**src/rtl/tsc_pkg.sv**
```systemverilog
package tsc_pkg;
  localparam int CNT_W  = 11;
  localparam int REG_W  = 8;
  localparam int HI_W   = CNT_W - REG_W;
  localparam logic [7:0] ADDR_CTRL = 8'h31;
  localparam logic [7:0] ADDR_LOAD = 8'h32;

  typedef struct packed {
    logic             cyc;
    logic             brk;
    logic             ext;
    logic             modn;
    logic [CNT_W-1:0] load;
  } tsc_cfg_t;
endpackage

```
**src/rtl/tsc_regs.sv**
```systemverilog
module tsc_regs
  import tsc_pkg::*;
(
  input  logic             clk,
  input  logic             rst_n,
  input  logic             wr,
  input  logic [7:0]       addr,
  input  logic [REG_W-1:0] wdata,
  output logic [REG_W-1:0] rdata,
  output tsc_cfg_t         cfg
);
  logic            cyc_q, brk_q, ext_q, modn_q;
  logic [HI_W-1:0] hi_q;
  logic [REG_W-1:0] lo_q;

  always_ff @(posedge clk) begin
    if (!rst_n) begin
      cyc_q  <= 1'b0;
      brk_q  <= 1'b0;
      ext_q  <= 1'b0;
      modn_q <= 1'b0;
      hi_q   <= '0;
      lo_q   <= '0;
    end else if (wr) begin
      if (addr == ADDR_CTRL) begin
        cyc_q  <= wdata[7];
        brk_q  <= wdata[6];
        ext_q  <= wdata[5];
        modn_q <= wdata[3];
        hi_q   <= wdata[HI_W-1:0];
      end else if (addr == ADDR_LOAD) begin
        lo_q <= wdata;
      end
    end
  end

  always_comb begin
    rdata = '0;
    if (addr == ADDR_CTRL) begin
      rdata[7]        = cyc_q;
      rdata[6]        = brk_q;
      rdata[5]        = ext_q;
      rdata[3]        = modn_q;
      rdata[HI_W-1:0] = hi_q;
    end else if (addr == ADDR_LOAD) begin
      rdata = lo_q;
    end
  end

  assign cfg.cyc  = cyc_q;
  assign cfg.brk  = brk_q;
  assign cfg.ext  = ext_q;
  assign cfg.modn = modn_q;
  assign cfg.load = {hi_q, lo_q};
endmodule

```
**src/rtl/tsc_frame_sel.sv**
```systemverilog
module tsc_frame_sel #(
  parameter int SYNC_STAGES = 2
) (
  input  logic clk,
  input  logic rst_n,
  input  logic use_ext,
  input  logic frame_int,
  input  logic frame_ext,
  output logic hit
);
  logic [SYNC_STAGES-1:0] sync_q;
  logic                   prev_q;

  always_ff @(posedge clk) begin
    if (!rst_n) sync_q[0] <= 1'b0;
    else        sync_q[0] <= frame_ext;
  end

  for (genvar s = 1; s < SYNC_STAGES; s++) begin : g_sync
    always_ff @(posedge clk) begin
      if (!rst_n) sync_q[s] <= 1'b0;
      else        sync_q[s] <= sync_q[s-1];
    end
  end

  always_ff @(posedge clk) begin
    if (!rst_n) prev_q <= 1'b0;
    else        prev_q <= sync_q[SYNC_STAGES-1];
  end

  assign hit = use_ext ? (sync_q[SYNC_STAGES-1] & ~prev_q) : frame_int;
endmodule

```
**src/rtl/tsc_counter.sv**
```systemverilog
module tsc_counter #(
  parameter int CNT_W = 11,
  parameter int SEG_A = 4,
  parameter int SEG_B = 4
) (
  input  logic             clk,
  input  logic             rst_n,
  input  logic             hit,
  input  logic             cyc,
  input  logic             brk,
  input  logic             modn,
  input  logic [CNT_W-1:0] load,
  output logic [CNT_W-1:0] cnt
);
  localparam int NSEG = 3;
  localparam int LO[NSEG] = '{0, SEG_A, SEG_A + SEG_B};
  localparam int HI[NSEG] = '{SEG_A - 1, SEG_A + SEG_B - 1, CNT_W - 1};

  logic [CNT_W:0]   inc;
  logic [CNT_W-1:0] split;
  logic             wrap_n;

  assign inc    = {1'b0, cnt} + {{CNT_W{1'b0}}, 1'b1};
  assign wrap_n = inc >= {1'b0, load};

  for (genvar g = 0; g < NSEG; g++) begin : g_seg
    localparam int W = HI[g] - LO[g] + 1;
    assign split[HI[g]:LO[g]] = cnt[HI[g]:LO[g]] + W'(1);
  end

  always_ff @(posedge clk) begin
    if (!rst_n)              cnt <= '0;
    else if (modn)           cnt <= wrap_n ? '0 : inc[CNT_W-1:0];
    else if (hit && !cyc)    cnt <= '0;
    else if (brk)            cnt <= split;
    else                     cnt <= inc[CNT_W-1:0];
  end
endmodule

```
**src/rtl/tslot_state_ctr.sv**
```systemverilog
module tslot_state_ctr
  import tsc_pkg::*;
(
  input  logic             clk,
  input  logic             rst_n,
  input  logic             frame_int,
  input  logic             frame_ext,
  input  logic             reg_wr,
  input  logic [7:0]       reg_addr,
  input  logic [REG_W-1:0] reg_wdata,
  output logic [REG_W-1:0] reg_rdata,
  output logic [CNT_W-1:0] count,
  output logic             cycle_en
);
  tsc_cfg_t cfg;
  logic     frame_hit;

  tsc_regs i_regs (
    .clk(clk), .rst_n(rst_n), .wr(reg_wr), .addr(reg_addr),
    .wdata(reg_wdata), .rdata(reg_rdata), .cfg(cfg)
  );

  tsc_frame_sel #(.SYNC_STAGES(2)) i_fsel (
    .clk(clk), .rst_n(rst_n), .use_ext(cfg.ext),
    .frame_int(frame_int), .frame_ext(frame_ext), .hit(frame_hit)
  );

  tsc_counter #(.CNT_W(CNT_W), .SEG_A(4), .SEG_B(4)) i_cnt (
    .clk(clk), .rst_n(rst_n), .hit(frame_hit), .cyc(cfg.cyc),
    .brk(cfg.brk), .modn(cfg.modn), .load(cfg.load), .cnt(count)
  );

  assign cycle_en = cfg.cyc;
endmodule

```
**config.mk**
```make
export PLATFORM = sky130hd
export DESIGN_NAME = tslot_state_ctr
export DESIGN_NICKNAME = d
export VERILOG_FILES = /design/src/rtl/tsc_pkg.sv /design/src/rtl/tsc_regs.sv /design/src/rtl/tsc_frame_sel.sv /design/src/rtl/tsc_counter.sv /design/src/rtl/tslot_state_ctr.sv
export SDC_FILE = /design/constraint.sdc
export NUM_CORES = 1
export LEC_CHECK = 0
export ABC_AREA = 1
export CAP_MARGIN = 20
export CORE_MARGIN = 4
export CORE_UTILIZATION = 55
export CTS_CLUSTER_DIAMETER = 120
export CTS_CLUSTER_SIZE = 12
export DETAILED_ROUTE_END_ITERATION = 16
export PLACE_DENSITY = 0.92
export SLEW_MARGIN = 15
export SYNTH_ARGS = -nofsm -noshare
export SYNTH_HDL_FRONTEND = slang
export SYNTH_SLANG_ARGS = --single-unit
export TNS_END_PERCENT = 10
```
**constraint.sdc**
```tcl
create_clock -name clk -period 5.4 [get_ports clk]
set_input_delay 1.62 -clock clk [delete_from_list [all_inputs] [get_ports clk]]
set_output_delay 1.62 -clock clk [all_outputs]
set_load 0.1 [all_outputs]
```
# --- Yosys cells after proc, flatten, opt, wreduce, memory -nomap -nowiden ---
# Cells that the tools add are included.
op_classes:
  muxes: 9
  n_reduce_logical: 4
  bitwise_logic: 3
  eq_ne: 2
  magnitude_cmp: 1
  add_sub_neg: 4
ops:
  columns: ["operator", "n"]
  rows:
  - ["2-to-1 mux 11 bit", 4]
  - ["equality test 8 x 6 -> 1 bit (second input constant)", 2]
  - ["adder 11 x 1 -> 12 bit (second input constant)", 1]
  - ["greater-or-equal comparator 12 x 11 -> 1 bit", 1]
  - ["adder 4 x 1 -> 4 bit (second input constant)", 2]
  - ["2-to-1 mux 8 bit", 1]
  - ["2-to-1 mux 4 bit", 1]
  - ["adder 3 x 1 -> 3 bit (second input constant)", 1]
  - ["2-to-1 mux 3 bit", 1]
  - ["AND reduction 3 bit", 1]
  - ["2-to-1 mux 1 bit", 2]
  - ["inverter 1 bit", 2]
  - ["AND reduction 2 bit", 1]
  - ["bitwise AND 1 bit", 1]
  - ["logical AND 1 bit", 1]
  - ["logical NOT 1 bit", 1]
totals:
  reg_bits: 29
  inputBits: 21
  wordCells: 33

# --- Logic depth before layout (Yosys ltp) ---
# Gate-level depths: netlist of run 1.
depth:
  depth_word: 6
  mapped_depth: 16

# --- Cells and area by module ---
# A second synthesis of run 1 with hierarchy kept.
unflattened:
  cells_unflattened: 351
  area_unflattened_um2: 2159.6
by_module_without_submodules:
  columns: ["mod", "instances", "cells_each", "area_each_um2"]
  rows:
  - ["tsc_counter", 1, 196, 1201.2]
  - ["tsc_regs", 1, 141, 855.8]
  - ["tsc_frame_sel", 1, 14, 102.6]

# --- Least setup slack after synthesis of run 1 ---
# OpenSTA, ideal clock, no wires.
synth_timing:
  kind: "input port to output port"
  startpoint: "in reg_addr[7]"
  endpoint: "out reg_rdata[0]"
  path_stages: 5
  t_arrival_ns: 4.138
  setup_slack_ns: -0.358
  path_cell_list: "nor2_1 -> nand3_1 -> nor2_1 -> inv_1 -> o21ai_0"
synth_via:
  elab_chain_len: 3
  word_cells_on_any_way: 4
  classes_between: "eq/ne (2); mux (2)"
synth_rtl:
  columns: ["item", "line", "text"]
  rows:
  - ["start, declared", "tslot_state_ctr.sv:9", "input logic [7:0] reg_addr,"]
  - ["equality test 8 x 6 -> 1 bit", "tsc_regs.sv:45", "end else if (addr == ADDR_LOAD) begin"]
  - ["2-to-1 mux 8 bit", "tsc_regs.sv:45", null]
  - ["2-to-1 mux 4 bit *", "tsc_regs.sv:39", "if (addr == ADDR_CTRL) begin"]
  - ["end, declared", "tslot_state_ctr.sv:11", "output logic [REG_W-1:0] reg_rdata,"]
# Every way passes the cells marked *; elsewhere a longest branch is shown, timed or not.

# --- Final worst setup path of run 1 ---
layout_timing:
  startpoint: "in reg_addr[1]"
  endpoint: "out reg_rdata[5]"
layout_via:
  elab_chain_len: 3
  word_cells_on_any_way: 4
  classes_between: "eq/ne (2); mux (2)"
layout_rtl:
  columns: ["item", "line"]
  rows:
  - ["equality test 8 x 6 -> 1 bit", "tsc_regs.sv:45"]
  - ["2-to-1 mux 8 bit", "tsc_regs.sv:45"]
  - ["2-to-1 mux 3 bit *", "tsc_regs.sv:39"]
# Marks and branches as above.

==> results of run 1 <==
==> placed cells by master, fill, tap and decap left out, types with 8 or more instances in the layout <==
cell type / instances
o21ai_0: 17
nand2_1: 49
a21oi_1: 20
clkdlybuf4s50_1: 32
inv_1: 51
dfxtp_1: 29
ha_1: 14
nor2_1: 38
buf_12: 8
nand3_1: 20
==> state kept, by name (all words and copies together) (netlist names) <==
name           cells
i_cnt.cnt         11
i_fsel.prev_q      1
i_fsel.sync_q      2
i_regs.brk_q       1
i_regs.cyc_q       1
i_regs.ext_q       1
i_regs.hi_q        3
i_regs.lo_q        8
i_regs.modn_q      1
==> cells by family (layout without fill, tap and decap cells) <==
kind of cell               count (synthesis)  count (layout)  share of synthesized area, %
xor gates and xnor gates                   8               8                         3.711
and+or+nand+nor                          125             125                         32.01
DFF                                       29              29                         30.75
adders and majority gates                 14              14                         9.278
AOI/OAI and AO/OA                         47              47                         13.32
buffers and inverters                     55             100                         10.93
==> path summary, 6_finish.rpt <==
check	to	slack, ps	from
worst max-delay path	reg_rdata[5]	670	reg_addr[1]
worst min-delay path	i_fsel.sync_q[1]	420	i_fsel.sync_q[0]
worst max register to register	i_cnt.cnt[3]	2810	i_cnt.cnt[0]
worst min register to register	i_fsel.sync_q[1]	420	i_fsel.sync_q[0]
==> where the power goes <==
part	total, W	internal, W	switching (W)
registers	0.000217	0.000216	0.00000147
clock network	0.000153	0.0000754	0.0000776
logic	0.0000473	0.0000220	0.0000253
total	0.000417	0.000313	0.000104
==> critical path, stage by stage <==
cell and delay [ps]:
clkdlybuf4s50_1 460, inv_1 60, nor4_2 250, nand2_2 200
o22ai_1 300, buf_12 220
==> cell type report <==
class                      count  area, um^2
multi-input combinational    194        1101
fill                         274       852.1
timing repair buffer          40       480.5
sequential                    29       580.6
tap                           46       57.56
inverter                      52       195.2
clock buffer                   7       65.06
clock inverter                 1       5.005
==> layer usage <==
| metal | GRT usage [%] | routed length [um] |
|---|---|---|
| met1 | 28.02 | 1879 |
| met3 | 4.890 | 286 |
| met5 | 0 | 0 |
| met2 | 37.75 | 2031 |
| met4 | 6.345 | 46 |
==> through the flow <==
| stage | setup slack (ps) | util (%) | hold WS, ps | cells |
|---|---|---|---|---|
| 2_1_floorplan | 218.5 | - | 390.5 | 278 |
| 3_3_place_gp | 762.6 | 72.37 | 395.6 | 361 |
| 3_5_place_dp | 694.5 | 72.37 | 398.1 | 361 |
| 4_1_cts | 670.0 | 74.47 | 420.8 | 369 |
| 5_1_grt | 546.8 | 74.47 | 432.0 | 369 |
| 6_report | 668.9 | 74.47 | 420.3 | 369 |
==> metrics, run 1 <==
power consumption around 0.00042 W; Mapped Cells between 200 and 300; Hold Crit Class register to register; total global routing track utilization 22.23%; final wirelength 4243 um; Num CTS Buffers 5; number of synthesized register bits 29; Slew Limit Headroom between 30% and 40%; worst hold stages 2; clk slew on worst S/H paths 90 ps; Die X about 67 um; Vias per Instance ~5.0; maximum vdd drop between 0.00015 and 0.0002 V; largest cells by area after synthesis dfxtp_1 (31%), inv_1 (10%), nand2_1 (9.7%); ratio of cells with drive above 1 in the final layout about a tenth; RSZ-0062 raised after global routing no; post-route ant nets 0; final instance area 2485 um^2; PwrDens 168.0 nW/um^2; io pins a little over 40; top_reg_cell synth dfxtp_1; crit path time final 4731 ps; crit path DAT slightly above 3000 ps; drt pass-1 iters 4; final period utilization 87.61%; Post-Synthesis Cell Area ~1900 um^2; Vias 1861; Worst Setup Start Kind input pin; final setup vio count 0; reported leakage power between 1 and 1.5 nW; Post-CTS Setup Bufs 0; clock latency on the worst-skew pair between 300 and 400 ps; count of cell types in the netlist 27; clk sinks 29; initial antenna violation count 0; Placeable Area 3337 um^2; Worst Path Required between 3000 and 4000 ps; port bufs 40; crit end category output port; maximum number of pins on one net before global-route repair 21; vias in the first global route roughly 1800; first-iteration detailed-routing DRC count 90; setup TNS 0 ps; Die H approximately 67 um; Max Slew Vio Count 0; worst setup path class input pin to output port; first-pass GRT wire length 7679 um; top-count cell post-synth inv_1; max_cap viols 0; Reg2Reg Depth 13; asr flop ratio synth 0%; fmax ~210 MHz; Area after DPL between 2000 and 2500 um^2; diode count 0; die area about 4400 um^2; Syn Nets about 310; status complete, no violations; initial core utilization 56.58%; DP HPWL 3419 um; Yosys top cell area share 30.75%; # DRC 0; GRT overflow 0; Synth top cells by count inv_1 (51), nand2_1 (49), nor2_1 (38); Resize count post-CTS 0; Routed WL per cell around 11 um; synth warn 0; Final Hold Viols 0; gpl congestion about 0.84; cell taking the most area after synthesis dfxtp_1; layout overhead on the synthesized area 31.61%; hold_buf cts 0; Final nets 357; H-Tree Depth 2; post-synthesis sequential area ratio 30.75%; number of synthesized flops with an enable pin 0; CTS tree built; clock skew 5.141 ps; critical path fanouts, max 9; Least-Margin Pin Slew a little under 1000 ps; CTS root buffer clkbuf_4; Avg Cell Area, Syn around 6.8 um^2; clk buf depth 2; Cell Rows 21
Power figures use the tool's default switching activity.
==> run 2: changes to the inputs <==
==> constraint.sdc (replaced) <==
create_clock -name clk -period 5.4 [get_ports clk]
set_input_delay 0.81 -clock clk [delete_from_list [all_inputs] [get_ports clk]]
set_output_delay 0.81 -clock clk [all_outputs]
set_load 0.1 [all_outputs]
==> metrics, run 2 (synthesized netlist as in run 1, its figures left out) <==
initial core utilization 56.58%; reported leakage power between 1 and 1.5 nW; first-pass GRT wire length ~7500 um; clock latency on the worst-skew pair 330 ps; crit end category output port; crit-path cells clkdlybuf4s50_1 > inv_1 > nor4_2 > nand2_2 > o22ai_1 > clkdlybuf4s50_1; status complete, no violations; port bufs 40; most frequent cells in the layout inv_1 (51), nand2_1 (49), clkdlybuf4s50_1 (40); final setup vio count 0; Max Slew Vio Count 0; drt pass-1 iters 4; ratio of cells with drive above 1 in the final layout under 10%; Vias per Instance 5.117; crit path time final 3939 ps; H-Tree Depth 2; RSZ-0062 raised after global routing no; Die X roughly 67 um; Crit. path cell count 6; Largest register FFs 11; maximum vdd drop around 0.0002 V; DP HPWL around 3400 um; CP endpoint reg_rdata[2]; crit path max-delay cell type clkdlybuf4s50_1; Routed WL per cell 11.49 um; Worst Setup Start Kind input pin; diode count 0; PwrDens approximately 170 nW/um^2; R2R Path End i_cnt.cnt[1]; Resize count post-CTS 0; final wirelength 4238 um; maximum number of pins on one net before global-route repair 21; clk sinks 29; Final Hold Viols 0; worst setup path start reg_addr[1]; Reg2Reg Depth 13; worst setup path class input pin to output port; vias in the first global route approximately 1800; # DRC 0; crit path DAT between 3000 and 4000 ps; worst path bufs/invs 3; Vias 1888; Largest regs i_cnt.cnt x11, i_regs.lo_q x8, i_regs.hi_q x3; initial antenna violation count 0; max_cap viols 0; Placeable Area 3337 um^2; Least-Margin Pin Slew around 980 ps; clock skew approximately 14 ps; Hold Crit Class register to register; Cell Rows 21; clk buf depth 2; worst stage delay on the critical path between 1000 and 1500 ps; internal reg-to-reg setup slack between 2000 and 3000 ps; Fillers around 300; CTS tree built; Post-CTS Setup Bufs 0; post-route ant nets 0; most used cell, CP clkdlybuf4s50_1; Reg-to-Reg Start i_cnt.cnt[0]; cell family with most CP delay buffers and inverters; final period utilization between 70% and 80%; worst hold stages 2; Slew Limit Headroom 34.31%; total global routing track utilization between 20% and 30%; GRT overflow 0; layout overhead on the synthesized area 27.37%; io pins between 40 and 50; hold_buf cts 0; die area between 4000 and 5000 um^2; GR peak layer met2; setup TNS 0 ps; commonest non-fill, non-tap cell in the layout inv_1; CTS root buffer clkbuf_4; met2 Use GR 36.39%; Final nets approximately 360; worst hold margin approximately 420 ps; first-iteration detailed-routing DRC count 100; GRT met1 Usage a little over a quarter; Die H ~67 um; register with the most flip-flops i_cnt.cnt; critical path fanouts, max 9; Global Route met3 Usage ~5.7%; Worst Path Required 4590 ps; clk slew on worst S/H paths ~90 ps; Num CTS Buffers 5; final instance area approximately 2400 um^2; gpl congestion around 0.85; fmax roughly 250 MHz; Area after DPL approximately 2300 um^2
[run 2: cell count changes in the layout (fill, tap and decap cells not counted)]
cell	before	now
o21ai_1	1	0
clkdlybuf4s50_1	32	40
buf_12	8	0
o21ai_0	17	18
[run 2: tightest hold or removal path, delay by kind of cell, from the launching register on]
family / cells / cell delay [ps]
buf+inv: 1 / 40
simple gates: 1 / 50
flops: 1 / 320
[run 2: worst min path at each step]
stage,startpoint,endpoint,slack [ps]
global route,i_fsel.sync_q[1],i_fsel.prev_q,470
finish,i_fsel.sync_q[0],i_fsel.sync_q[1],420
global placement,i_fsel.sync_q[0],i_fsel.sync_q[1],390
detailed placement,i_fsel.sync_q[0],i_fsel.sync_q[1],410
floorplan,i_fsel.sync_q[0],i_fsel.sync_q[1],390
CTS,i_fsel.sync_q[0],i_fsel.sync_q[1],430
[run 2: power breakdown]
| group | internal, W | total (W) | leakage (nW) | switching (W) |
|---|---|---|---|---|
| clock network | 0.0000754 | 0.000152 | 0.0413 | 0.0000764 |
| logic | 0.0000221 | 0.0000476 | 0.852 | 0.0000255 |
| registers | 0.000216 | 0.000217 | 0.234 | 0.00000158 |
[run 2: layout make-up]
type / count / area [um^2] / share of cell area [%]
Multi-Input combinational cell: 194 / 1101 / 45.79
Tap cell: 46 / 57.56 / 2.393
Timing Repair Buffer: 40 / 400.4 / 16.65
Clock buffer: 7 / 65.06 / 2.706
Inverter: 52 / 195.2 / 8.117
Sequential cell: 29 / 580.6 / 24.14
Clock inverter: 1 / 5.005 / 0.2081
[run 2: routing by layer]
metal,wire [um],share of wire [%],vias up
met3,306,7.2,2
met2,2057,49,73
met5,0,0,-
li1,-,-,972
met4,21,0.50,0
met1,1853,44,841
[run 2: metrics by stage]
step                      instances  total power, W  setup WS [ps]  utilization (%)
after floorplan                 278       0.0002480           1262                -
after global placement          361       0.0002687           1509            69.97
after detailed placement        361       0.0002697           1469            69.97
after CTS                       369       0.0004206           1457            72.07
after global routing            369       0.0004369           1357            72.07
final                           369       0.0004166           1461            72.07
